$ cat config.mk
export PLATFORM = sky130hd
export DESIGN_NAME = blkavg_ds
export DESIGN_NICKNAME = d
export VERILOG_FILES = /design/src/rtl/blkavg_pkg.sv /design/src/rtl/blkavg_phase.sv /design/src/rtl/blkavg_acc.sv /design/src/rtl/blkavg_div.sv /design/src/rtl/blkavg_ds.sv
export SDC_FILE = /design/constraint.sdc
export NUM_CORES = 1
export LEC_CHECK = 0
export BUFFER_PORTS_ARGS = -buffer_cell sky130_fd_sc_hd__buf_2
export CELL_PAD_IN_SITES_DETAIL_PLACEMENT = 0
export CELL_PAD_IN_SITES_GLOBAL_PLACEMENT = 2
export CORE_UTILIZATION = 34
export CTS_CLUSTER_DIAMETER = 150
export DETAILED_ROUTE_END_ITERATION = 8
export PLACE_DENSITY_LB_ADDON = 0.1
export SETUP_SLACK_MARGIN = 0.05
export SYNTH_ARGS = -nofsm -noshare
export SYNTH_HDL_FRONTEND = slang
export SYNTH_SLANG_ARGS = --single-unit
$ cat constraint.sdc
create_clock -name clk -period 5.8 [get_ports clk]
set_input_delay 1.45 -clock clk [delete_from_list [all_inputs] [get_ports clk]]
set_output_delay 1.45 -clock clk [all_outputs]
set_load 0.01 [all_outputs]
$ cat src/rtl/blkavg_pkg.sv
package blkavg_pkg;
  typedef struct packed {
    logic first;    // sample opens a group
    logic grp_end;  // sample closes a group
    logic blk_end;  // sample closes the period
    logic big;      // current group has the ceiling size
  } grp_ctl_t;
endpackage

$ cat src/rtl/blkavg_phase.sv
module blkavg_phase #(
  parameter int N_IN     = 21,
  parameter int LOG2_OUT = 3
) (
  input  logic                  clk,
  input  logic                  rst,
  input  logic                  fire,
  input  logic                  start,
  output logic                  take,
  output blkavg_pkg::grp_ctl_t  ctl
);
  localparam int M  = 1 << LOG2_OUT;
  localparam int Q  = N_IN / M;
  localparam int R  = N_IN % M;
  localparam int CW = $clog2(Q + 2);
  localparam int FW = $clog2(2 * M) + 1;
  localparam int IW = LOG2_OUT;
  localparam logic [FW-1:0] R_F = FW'(R);
  localparam logic [FW-1:0] M_F = FW'(M);
  localparam logic [CW-1:0] Q_C = CW'(Q);

  logic          active;
  logic [CW-1:0] cnt, c_cnt, size;
  logic [FW-1:0] frac, c_frac, sum_f, nfrac;
  logic [IW-1:0] idx, c_idx;

  always_comb begin
    c_cnt  = start ? '0 : cnt;
    c_frac = start ? '0 : frac;
    c_idx  = start ? '0 : idx;
    sum_f  = c_frac + R_F;
    ctl.big = (sum_f >= M_F);
    nfrac  = ctl.big ? (sum_f - M_F) : sum_f;
    size   = Q_C + CW'(ctl.big);
    ctl.first   = (c_cnt == '0);
    ctl.grp_end = (CW'(c_cnt + 1'b1) == size);
    ctl.blk_end = ctl.grp_end && (&c_idx);
    take = fire && (start || active);
  end

  always_ff @(posedge clk) begin
    if (rst) begin
      active <= 1'b0;
      cnt    <= '0;
      frac   <= '0;
      idx    <= '0;
    end else if (take) begin
      if (ctl.grp_end) begin
        cnt    <= '0;
        frac   <= nfrac;
        idx    <= c_idx + 1'b1;
        active <= !ctl.blk_end;
      end else begin
        cnt    <= c_cnt + 1'b1;
        frac   <= c_frac;
        idx    <= c_idx;
        active <= 1'b1;
      end
    end
  end
endmodule

$ cat src/rtl/blkavg_acc.sv
module blkavg_acc #(
  parameter int IN_W = 8,
  parameter int AW   = 10
) (
  input  logic                     clk,
  input  logic                     rst,
  input  logic                     take,
  input  blkavg_pkg::grp_ctl_t     ctl,
  input  logic [1:0][IN_W-1:0]     smp,
  output logic                     s_valid,
  output logic                     s_big,
  output logic                     s_last,
  output logic [1:0][AW-1:0]       s_sum
);
  for (genvar g = 0; g < 2; g++) begin : g_lane
    logic signed [AW-1:0] acc_q, sum_q, nxt;
    always_comb nxt = (ctl.first ? AW'(0) : acc_q) + AW'($signed(smp[g]));
    always_ff @(posedge clk) begin
      if (rst) begin
        acc_q <= '0;
        sum_q <= '0;
      end else if (take) begin
        acc_q <= ctl.grp_end ? AW'(0) : nxt;
        if (ctl.grp_end) sum_q <= nxt;
      end
    end
    assign s_sum[g] = sum_q;
  end

  always_ff @(posedge clk) begin
    if (rst) begin
      s_valid <= 1'b0;
      s_big   <= 1'b0;
      s_last  <= 1'b0;
    end else begin
      s_valid <= take && ctl.grp_end;
      if (take && ctl.grp_end) begin
        s_big  <= ctl.big;
        s_last <= ctl.blk_end;
      end
    end
  end
endmodule

$ cat src/rtl/blkavg_div.sv
module blkavg_div #(
  parameter int AW    = 10,
  parameter int OUT_W = 6,
  parameter int Q     = 2
) (
  input  logic             clk,
  input  logic             rst,
  input  logic             en,
  input  logic             big,
  input  logic [AW-1:0]    sum,
  output logic [OUT_W-1:0] q_out
);
  localparam int SW = AW + 3;
  localparam logic [SW-1:0] D0 = SW'(Q);
  localparam logic [SW-1:0] D1 = SW'(Q + 1);
  localparam logic [SW-1:0] H0 = SW'(Q / 2);
  localparam logic [SW-1:0] H1 = SW'((Q + 1) / 2);
  localparam logic signed [SW-1:0] MAXV = SW'((1 << (OUT_W - 1)) - 1);
  localparam logic signed [SW-1:0] MINV = -MAXV - SW'(1);

  logic                 neg;
  logic signed [SW-1:0] sx, res, clamped;
  logic [SW-1:0]        mag, quo;

  always_comb begin
    neg = sum[AW-1];
    sx  = SW'($signed(sum));
    mag = neg ? SW'(-sx) : SW'(sx);
    quo = big ? (mag + H1) / D1 : (mag + H0) / D0;
    res = neg ? -$signed(quo) : $signed(quo);
    if (res > MAXV)      clamped = MAXV;
    else if (res < MINV) clamped = MINV;
    else                 clamped = res;
  end

  always_ff @(posedge clk) begin
    if (rst)     q_out <= '0;
    else if (en) q_out <= OUT_W'(clamped);
  end
endmodule

$ cat src/rtl/blkavg_ds.sv
module blkavg_ds #(
  parameter int IN_W     = 8,
  parameter int OUT_W    = 6,
  parameter int N_IN     = 21,
  parameter int LOG2_OUT = 3
) (
  input  logic             clk,
  input  logic             rst,
  input  logic             in_valid,
  output logic             in_ready,
  input  logic             in_start,
  input  logic [IN_W-1:0]  in_i,
  input  logic [IN_W-1:0]  in_q,
  output logic             out_valid,
  output logic             out_last,
  output logic [OUT_W-1:0] out_i,
  output logic [OUT_W-1:0] out_q
);
  localparam int M  = 1 << LOG2_OUT;
  localparam int Q  = N_IN / M;
  localparam int AW = IN_W + $clog2(Q + 2);

  blkavg_pkg::grp_ctl_t ctl;
  logic                 take, s_valid, s_big, s_last;
  logic [1:0][AW-1:0]   s_sum;
  logic [1:0][OUT_W-1:0] avg;

  always_ff @(posedge clk) begin
    if (rst) in_ready <= 1'b0;
    else     in_ready <= 1'b1;
  end

  blkavg_phase #(.N_IN(N_IN), .LOG2_OUT(LOG2_OUT)) u_phase (
    .clk(clk), .rst(rst), .fire(in_valid && in_ready),
    .start(in_start), .take(take), .ctl(ctl)
  );

  blkavg_acc #(.IN_W(IN_W), .AW(AW)) u_acc (
    .clk(clk), .rst(rst), .take(take), .ctl(ctl),
    .smp({in_q, in_i}), .s_valid(s_valid), .s_big(s_big),
    .s_last(s_last), .s_sum(s_sum)
  );

  for (genvar g = 0; g < 2; g++) begin : g_div
    blkavg_div #(.AW(AW), .OUT_W(OUT_W), .Q(Q)) u_div (
      .clk(clk), .rst(rst), .en(s_valid), .big(s_big),
      .sum(s_sum[g]), .q_out(avg[g])
    );
  end

  always_ff @(posedge clk) begin
    if (rst) begin
      out_valid <= 1'b0;
      out_last  <= 1'b0;
    end else begin
      out_valid <= s_valid;
      out_last  <= s_valid && s_last;
    end
  end

  assign out_i = avg[0];
  assign out_q = avg[1];
endmodule

# Word level (Yosys, flattened, before mapping)
# Cells that the tools add are included.
dict set report op_classes {
  addsub 13
  div_mod_pow 2
  n_lt_le_gt_ge 5
  eq_ne 1
  mux 23
  reduce_logical 10
}
# cell count
set ops {}
lappend ops {{two-way mux 13 bit} 6}
lappend ops {{two-way mux 10 bit} 4}
lappend ops {{adder 13 x 1 -> 13 bit, second input constant} 2}
lappend ops {{divider 13 x 2 -> 13 bit, second input constant} 2}
lappend ops {{greater-than comparator 13 x 6 -> 1 bit, second input constant} 2}
lappend ops {{< comparator 13 x 6 -> 1 bit, second input constant} 2}
lappend ops {{negator 10 -> 13 bit} 2}
lappend ops {{negator 13 bit} 2}
lappend ops {{two-way mux 6 bit} 4}
lappend ops {{adder 10 x 8 -> 10 bit} 2}
lappend ops {{two-way mux 5 bit} 3}
lappend ops {{two-way mux 3 bit} 2}
lappend ops {{adder 5 x 3 -> 5 bit, second input constant} 1}
lappend ops {{>= comparator 5 x 4 -> 1 bit, second input constant} 1}
lappend ops {{logical AND 1 bit} 5}
lappend ops {{subtractor 5 x 4 -> 5 bit, second input constant} 1}
lappend ops {{two-way mux 2 bit} 2}
lappend ops {{adder 3 x 1 -> 3 bit, second input constant} 1}
lappend ops {{AND reduction 3 bit} 1}
lappend ops {{adder 2 x 1 -> 2 bit, first input constant} 1}
lappend ops {{adder 2 x 1 -> 2 bit, second input constant} 1}
lappend ops {{== test 2 bit} 1}
lappend ops {{logical NOT 2 bit} 1}
lappend ops {{two-way mux 1 bit} 2}
lappend ops {{3 further kinds} 3}
dict set report word_totals {
  reg_bits 69
  input_bits 20
  out_inout_bits 15
  wordCells 70
}

# Longest topological paths before layout
# Gate-level depths: netlist of the first run.
dict set report depth {
  ltp_word 10
  depth_mapped 31
  ltp_nobuf 30
}

# By module
# From an unflattened synthesis of the first run, not the netlist that was laid out.
dict set report hier_totals {
  cells_unflattened 1011
  area_unflattened_um2 7731.2
}
# module n_inst cells_each area_each_um2 seq_area_each_um2
set by_module_without_submodules {}
lappend by_module_without_submodules {blkavg_div 2 279 2042.0 120.1}
lappend by_module_without_submodules {blkavg_acc 1 340 2706.3 860.8}
lappend by_module_without_submodules {blkavg_phase 1 106 855.8 220.2}
lappend by_module_without_submodules {blkavg_ds 1 7 85.1 60.1}

# Worst setup path before layout of the first run
# Ideal clock, no wire load.
dict set report synth_path {
  kind {register to register}
  startpoint {reg u_acc.g_lane[1].sum_q[9]}
  endpoint {reg g_div[1].u_div.q_out[1]}
  setup_time_ps 88
  t_arrival_ps 6139
  required_ps 5712
  path_slack_ps -427
  stages_incl_launch_ff 28
  path_buffers 4
  synth_period_minus_slack_ps 6227
  cell_sequence {dfxtp_1 -> clkbuf_1 -> clkbuf_1 -> clkbuf_1 -> nand2_1 -> o21ai_0 -> ha_1 -> nor4b_1 -> and3_1 -> clkbuf_1 -> xnor2_1 -> o41ai_1 -> or4_4 -> a211oi_2 -> a21oi_1 -> a21oi_1 -> ha_1 -> a2111oi_0 -> or4_1 -> a31oi_2 -> a211oi_1 -> ha_1 -> and4b_1 -> and3_1 -> o32ai_1 -> nand4_1 -> and2_4 -> o32ai_2}
}
dict set report synth_via {
  elab_chain_len 10
  elab_cells_between_ends 11
  cone_classes {add/sub (3); div (1); order compare (2); mux (5)}
}
# element line_no
set synth_lines {}
lappend synth_lines {{start: declaration} blkavg_acc.sv:16} ;# logic signed [AW-1:0] acc_q, sum_q, nxt;
lappend synth_lines {{start signal: assignment} blkavg_acc.sv:24} ;# if (ctl.grp_end) sum_q <= nxt;
lappend synth_lines {{negator 10 -> 13 bit} blkavg_div.sv:28} ;# mag = neg ? SW'(-sx) : SW'(sx);
lappend synth_lines {{two-way mux 13 bit} blkavg_div.sv:28}
lappend synth_lines {{adder 13 x 1 -> 13 bit} blkavg_div.sv:29} ;# quo = big ? (mag + H1) / D1 : (mag + H0) / D0;
lappend synth_lines {{divider 13 x 2 -> 13 bit} blkavg_div.sv:29}
lappend synth_lines {{two-way mux 13 bit} blkavg_div.sv:29}
lappend synth_lines {{negator 13 bit} blkavg_div.sv:30} ;# res = neg ? -$signed(quo) : $signed(quo);
lappend synth_lines {{two-way mux 13 bit (*)} blkavg_div.sv:30}
lappend synth_lines {{< comparator 13 x 6 -> 1 bit} blkavg_div.sv:32} ;# else if (res < MINV) clamped = MINV;
lappend synth_lines {{two-way mux 6 bit} blkavg_div.sv:32}
lappend synth_lines {{two-way mux 6 bit (*)} blkavg_div.sv:31} ;# if (res > MAXV) clamped = MAXV;
lappend synth_lines {{end signal: assignment} blkavg_div.sv:38} ;# else if (en) q_out <= OUT_W'(clamped);
lappend synth_lines {{end: declaration} blkavg_div.sv:11} ;# output logic [OUT_W-1:0] q_out
# Every way passes the cells marked *; elsewhere a longest branch is shown, timed or not.
# A chain may end at the register's enable or synchronous reset.

# Worst setup path after layout of the first run
dict set report layout_path {
  startpoint {reg u_acc.g_lane[1].sum_q[2]}
  endpoint {reg g_div[1].u_div.q_out[4]}
}
dict set report layout_via {
  elab_chain_len 10
  elab_cells_between_ends 11
  cone_classes {add/sub (3); div (1); order compare (2); mux (5)}
}
# element line_no
set layout_lines {}
lappend layout_lines {{negator 10 -> 13 bit} blkavg_div.sv:28}
lappend layout_lines {{two-way mux 13 bit (*)} blkavg_div.sv:28}
lappend layout_lines {{adder 13 x 1 -> 13 bit (*)} blkavg_div.sv:29}
lappend layout_lines {{divider 13 x 2 -> 13 bit} blkavg_div.sv:29}
lappend layout_lines {{two-way mux 13 bit (*)} blkavg_div.sv:29}
lappend layout_lines {{negator 13 bit} blkavg_div.sv:30}
lappend layout_lines {{two-way mux 13 bit (*)} blkavg_div.sv:30}
lappend layout_lines {{< comparator 13 x 6 -> 1 bit} blkavg_div.sv:32}
lappend layout_lines {{two-way mux 6 bit} blkavg_div.sv:32}
lappend layout_lines {{two-way mux 6 bit (*)} blkavg_div.sv:31}
# Marked as above.

==> run metrics, run 1 <==
CP arrival 6120 ps; Final min period 5866 ps; Synth Net Count between 900 and 1000; CTS root buffer clkbuf_16; failing checks setup timing; Final ANT Viol Nets 0; fin. max-slew vios 0; first-pass GRT wire length around 34 mm; CP max stage cell or4_4; CP delay by family, top simple AND/OR/NAND/NOR gates; # nets final ~1100; vias in the first global route 6743; top-area cell type share of the netlist area about a fifth; Layout Area Growth over Synthesis 34.86%; DP HPWL between 15 and 20 mm; crit path buf inv count 0; FF-to-FF path depth 22; CTS max path bufs 2; I/O Buffers 34; Lkg Pwr about 3.5 nW; r2r setup slk -70 ps; commonest register cell after synthesis dfxtp_1; Layout Cells excl Fill 1289; die area approximately 20000 sq um; IO Pins 35; worst-path fanout max 5; Yosys cell types 101; H-tree levels 3; skew final 7.165 ps; Reg power frac 42.0%; drt pass-1 iters 5; DRC Markers 0; post-synthesis sequential area ratio 20.74%; 1st-iter DRT viols approximately 390; die extent in y 142.0 microns; Final Instance Area 8984 sq um; FFs w/ async S/R, synth 0%; max_cap viols 0; CTS Sinks 69; drt total wl 20.81 mm; vias per cell 5.419; Power per Cell Area about 130 nW/um^2; Placement Setup Slack -282.7 ps; RSZ-0062 raised after global routing true; share of layout cells above drive strength 1 a little under a third; worst hold path class reg -> reg; Crit Path Category reg -> reg; Gate power share 5.9%; CP Capture Type register; Hold Path Cell Cnt 2; Remaining Overflow, GRT 0; WHS Endpoint u_acc.g_lane[1].acc_q[0]; largest net degree at the start of global routing 38; Die W 142.0 microns; initial antenna violation count 0; post-synthesis cell count 884; hold path start u_acc.g_lane[1].acc_q[0]; worst slew pin tran 937.8 ps; synth warn 0; fillers 1880; CP peak stage delay around 600 ps; ant diodes 0; Mean Syn Cell Area 7.536 sq um; total number of vias about 7000; relative slew slack between 30% and 40%; startpoint types register; post-route clock period utilization 101.1%; Switching Power 268.8 uW; Post-Syn Area between 6000 and 7000 sq um; WHS 445.7 ps; Fin. Hold Viols 0; Cell Rows 50; Num CTS Buffers 9; R2R Path End g_div[1].u_div.q_out[4]; FF-to-FF Start u_acc.g_lane[1].sum_q[2]; EDFF count, synth 0; starting density of the core 35.14%; Post-Place Cells 1247; most used cell, CP or4_4; Final Setup Violations 5; top cells by area, synth dfxtp_1 (21%), ha_1 (6.8%), xnor2_1 (6.6%); Cell Area, Placed 7961 sq um; TritonCTS clock tree done; flops & latches, synth between 60 and 70; latest clock arrival within the worst-skew pair roughly 340 ps; worst path cell trace or4_4, o41a_1, a2111o_1, or2_4, o21ai_4, o31ai_1, or4_4, a211oi_4, a21oi_4, a21oi_2, ha_4, a2111oi_2, or4_4, a31oi_4, a211oi_2, ha_2, and4b_2, and3_4, o32ai_2, nand4_1, and2_4, o32ai_2; Worst EP required between 6000 and 7000 ps; GRT Total Usage a little over a fifth; worst vdd ir ~0.14 mV; status finished with violations; core area 18960 sq um; routability cong. 0.9293; per-cell routed wire length approximately 16 microns; clock network fraction of total power around 52%; Final WS setup -65.67 ps; fmax 0.1705 GHz; Synth area leader dfxtp_1; P_int 884.7 uW; Switching Fraction 23.30%; CTS clk-pin slew, worst paths 60 ps
[routing by layer]
metal / GRT usage (%) / up-vias / part of all wire [%]
met1: 28.08 / 3317 / 48
met2: 36.19 / 131 / 47
met5: 0 / - / 0
li1: - / 3516 / -
met3: 3.230 / 21 / 3.3
met4: 5.546 / 0 / 1.3
[final cells by class]
| cell class | count | area (sq um) | share of cell area, % |
|---|---|---|---|
| clock buffer | 11 | 232.7 | 2.591 |
| clock inverter | 5 | 85.08 | 0.9471 |
| inverter | 35 | 131.4 | 1.462 |
| multi-input combinational | 733 | 5559 | 61.88 |
| sequential | 69 | 1388 | 15.45 |
| tap | 260 | 325.3 | 3.621 |
| timing repair buffer | 176 | 1262 | 14.05 |
[synth_stat cells, drive strengths merged (7+ instances only)]
| master | n |
|---|---|
| nor3 | 16 |
| a21oi | 82 |
| o21bai | 11 |
| nand3 | 26 |
| nand4 | 7 |
| inv | 35 |
| and3 | 7 |
| a211oi | 16 |
| nor2b | 33 |
| nor2 | 70 |
| ha | 36 |
| dfxtp | 69 |
| xor2 | 20 |
| clkbuf | 42 |
| or4 | 7 |
| or2 | 7 |
| nand2 | 92 |
| xnor2 | 52 |
| o21ai | 53 |
| and2 | 11 |
| a22oi | 15 |
| nand2b | 20 |
| o211ai | 7 |
| a31oi | 13 |
| o31ai | 12 |
| o22ai | 8 |
[worst min-delay path: stages (launching register included)]
cell and delay, ps:
dfxtp_1 300, nand2_1 50, a21oi_1 50
[metrics by stage]
step	power [mW]	util, %	setup TNS (ps)
2_1_floorplan	0.5382	-	0
3_3_place_gp	0.5599	42.00	-1160
3_5_place_dp	0.5612	42.00	-1742
4_1_cts	1.171	45.53	-1.065
5_1_grt	1.197	47.39	-2851
6_report	1.153	47.39	-202.1
[cells in the final DEF, fill, tap and decap left out, types with 24 or more instances in the layout]
cell type,count
buf_4,135
nand2_1,90
a21oi_1,76
nor2_1,65
dfxtp_1,64
xnor2_1,45
o21ai_0,36
buf_2,34
nor2b_1,33
inv_1,31
ha_1,29
nand3_1,24
[cells by family (layout without fill, tap and decap cells)]
group           Yosys count  in the layout  synth area share [%]
xor+xnor                 74             74                 10.48
mux                       6              6                0.9204
compound gates          290            290                 30.73
flops                    69             69                 20.74
buf+inv                  82            227                 4.789
fa+ha+maj                38             38                 7.363
simple gates            325            325                 24.98
[worst max-delay path by stage]
stage | end | startpoint | slack, ps | cells past startpoint
finish | g_div[1].u_div.q_out[4] | u_acc.g_lane[1].sum_q[2] | -70 | 22
global route | g_div[1].u_div.q_out[4] | u_acc.g_lane[1].sum_q[2] | -340 | 25
CTS | g_div[1].u_div.q_out[3] | u_acc.g_lane[1].sum_q[2] | -1 | 24
detailed placement | g_div[1].u_div.q_out[3] | u_acc.g_lane[1].sum_q[0] | -280 | 24
global placement | g_div[1].u_div.q_out[1] | u_acc.g_lane[1].sum_q[2] | -230 | 24
floorplan | g_div[0].u_div.q_out[1] | u_acc.g_lane[0].sum_q[0] | 70 | 28
[timing repair]
item                       in CTS  in global routing
gates resized for setup        48                 61
pin swaps                      21                 43
hold buffers                    0                  0
setup endpoints to repair      11                 12
buffers inserted               14                 12
[sequential cells by signal, summed over array words and instances, names as in the netlist]
signal	cells
u_phase.idx	3
g_div.u_div.q_out	12
u_acc.s_big	1
in_ready	1
u_phase.frac	5
u_phase.cnt	2
out_valid	1
u_acc.g_lane.acc_q	20
u_acc.s_valid	1
u_acc.g_lane.sum_q	20
u_acc.s_last	1
u_phase.active	1
out_last	1
[power groups by stage]
stage | registers [mW] | logic [mW] | clock network [mW]
5_1_grt | 0.484 | 0.0762 | 0.636
4_1_cts | 0.484 | 0.0678 | 0.619
2_1_floorplan | 0.494 | 0.0445 | 0
3_3_place_gp | 0.494 | 0.0659 | 0
6_report | 0.484 | 0.0681 | 0.601
3_5_place_dp | 0.494 | 0.0669 | 0
Power figures use the tool's default switching activity.
==> run 2: changes to the inputs <==
CORE_UTILIZATION = 37   (was 34)
clock period = 6.38 ns   (was 5.8 ns; I/O delays follow)
==> run metrics, run 2 (synthesis results as in run 1) <==
total number of vias 6608 (-5.4%); CTS Sinks 69 (unchanged); Final WS setup 305.4 ps (+371.1 ps); fmax 0.1646 GHz (-3.4%); routability cong. 0.9066 (-2.4%); worst slew pin tran 886.5 ps (-51.29 ps); share of layout cells above drive strength 1 18.13% (-12 points); Final ANT Viol Nets 0 (unchanged); core area 17420 sq um (-8.1%); Cell Area, Placed 7323 sq um (-8.0%); clock network fraction of total power 52.3% (+0.2 points); Placement Setup Slack 90.66 ps (+373.4 ps); post-route clock period utilization 95.21% (-5.9 points); die extent in y 136.2 microns (-4.1%); I/O Buffers 34 (unchanged); Final Setup Violations 0 (-5); top flop regs u_acc.g_lane.acc_q (20), u_acc.g_lane.sum_q (20), g_div.u_div.q_out (12); CTS clk-pin slew, worst paths 60 ps (about the same); most common cell after layout, fill and taps aside nand2_1; Switching Power 247.2 uW (-8.0%); hold path start u_acc.g_lane[1].acc_q[6]; Gate power share 5.8% (about the same); drt pass-1 iters 5 (unchanged); status complete, no violations; initial antenna violation count 0 (unchanged); CTS max path bufs 2 (unchanged); r2r setup slk 310 ps (+370 ps); Cell Rows 48 (-4.0%); Lkg Pwr 2.974 nW (-16%); fin. max-slew vios 0 (unchanged); vias in the first global route 6101 (-9.5%); CP arrival 6320 ps (+200 ps); worst hold path class reg -> reg; die area 18550 sq um (-8.0%); CP max stage cell or4_4; DP HPWL 14.31 mm (-9.1%); 1st-iter DRT viols 427 (+10%); skew final 13.04 ps (+5.877 ps); FF-to-FF path depth 25 (+14%); Worst Setup EP g_div[1].u_div.q_out[4]; Post-Place Cells 1149 (-7.9%); Remaining Overflow, GRT 0 (unchanged); largest net degree at the start of global routing 44 (+16%); Num CTS Buffers 9 (unchanged); CTS root buffer clkbuf_16; Setup TNS 0 ps (+202.1 ps); GRT Total Usage 20.98% (-0.33 points); Fin. Hold Viols 0 (unchanged); IO Pins 35 (unchanged); TritonCTS clock tree done; first-pass GRT wire length 30.86 mm (-9.3%); Layout Cells excl Fill 1168 (-9.4%); CP Capture Type register; Switching Fraction 23.51% (+0.21 points); most frequent cells in the layout nand2_1 (91), a21oi_1 (79), nor2_1 (68), dfxtp_1 (68), buf_4 (56); RSZ-0062 raised after global routing false; Layout Area Growth over Synthesis 17.49%; DRC Markers 0 (unchanged); total power 1.051 mW (-8.9%); # nets final 996 (-7.9%); latest clock arrival within the worst-skew pair 340 ps (about the same); startpoint types register; H-tree levels 3 (unchanged); relative slew slack 40.47% (+3.4 points); Worst EP required 6620 ps (+570 ps); Crit Path Category reg -> reg; worst-path fanout max 8 (+3); fillers 1765 (-6.1%); Reg power frac 41.8% (-0.2 points); # hold bufs at CTS 0 (unchanged); Final Instance Area 7826 sq um (-13%); P_int 804.2 uW (-9.1%); worst vdd ir 0.1302 mV (-9.0%); WHS 445.9 ps (+0.1880 ps); starting density of the core 38.25% (+3.1 points); Power per Cell Area 134.3 nW/um^2 (+4.6%); Critical path origin u_acc.g_lane[1].sum_q[0]; vias per cell 5.658 (+4.4%); drt total wl 18.93 mm (-9.0%); per-cell routed wire length 16.21 microns (+0.41%); CP peak stage delay 600 ps (about the same); Final min period 6075 ps (+208.9 ps); max_cap viols 0 (unchanged); ant diodes 0 (unchanged); Final Util 44.94% (-2.5 points); FF-to-FF Start u_acc.g_lane[1].sum_q[0]; R2R Path End g_div[1].u_div.q_out[4]; Die W 136.2 microns (-4.1%)
==> run 2: cell types whose count changed in the layout (fill, tap and decap cells not counted), sizes merged <==
cell	change
inv	+1
clkinv	-2
clkinvlp	+1
buf	-86
==> run 2: what timing repair did <==
| action | in CTS | in global routing |
|---|---|---|
| setup endpoints to repair | 1 | 12 |
| gates resized for setup | 1 | 33 |
| setup buffers | 0 | 3 |
| pin swaps | 0 | 10 |
==> run 2: worst min-delay path by stage <==
stage	endpoint	slack (ps)	cells after the start
finish	u_acc.g_lane[1].acc_q[6]	450	2
global route	u_acc.g_lane[0].acc_q[4]	460	2
floorplan	u_acc.g_lane[0].acc_q[0]	430	2
detailed placement	u_acc.g_lane[1].acc_q[6]	440	2
global placement	u_acc.g_lane[1].acc_q[0]	430	2
CTS	u_acc.g_lane[1].acc_q[6]	450	2
==> run 2: layer usage <==
metal  track usage [%]  vias to the layer above  share of wire [%]
met5                 0                        -                  0
met4             5.062                        0                1.2
met3             3.132                       16                2.9
met2             35.00                      118                 47
met1             28.14                     3129                 49
li1                  -                     3345                  -
==> run 2: final cells by class <==
| type | count | area (sq um) | share of cell area (%) |
|---|---|---|---|
| Multi-Input combinational cell | 733 | 5124 | 65.47 |
| Sequential cell | 69 | 1383 | 17.67 |
| Timing Repair Buffer | 90 | 590.6 | 7.546 |
| Tap cell | 225 | 281.5 | 3.597 |
| Clock buffer | 11 | 232.7 | 2.974 |
| Inverter | 35 | 131.4 | 1.679 |
| Clock inverter | 5 | 83.83 | 1.071 |
==> run 2: worst max-delay path, delay by kind of cell (launching register included) <==
| kind | cells | cell delay (ps) |
|---|---|---|
| AOI/OAI and AO/OA | 11 | 2050 |
| adders and majority gates | 3 | 710 |
| buffers and inverters | 2 | 330 |
| DFF | 1 | 310 |
| and+or+nand+nor | 9 | 2580 |
==> run 2: power groups by stage <==
stage | Combinational (mW) | Sequential [mW] | Clock (mW)
after floorplan | 0.0403 | 0.449 | 0
after global placement | 0.0607 | 0.449 | 0
after detailed placement | 0.0614 | 0.449 | 0
after CTS | 0.0618 | 0.440 | 0.565
after global routing | 0.0688 | 0.440 | 0.580
final | 0.0613 | 0.440 | 0.550
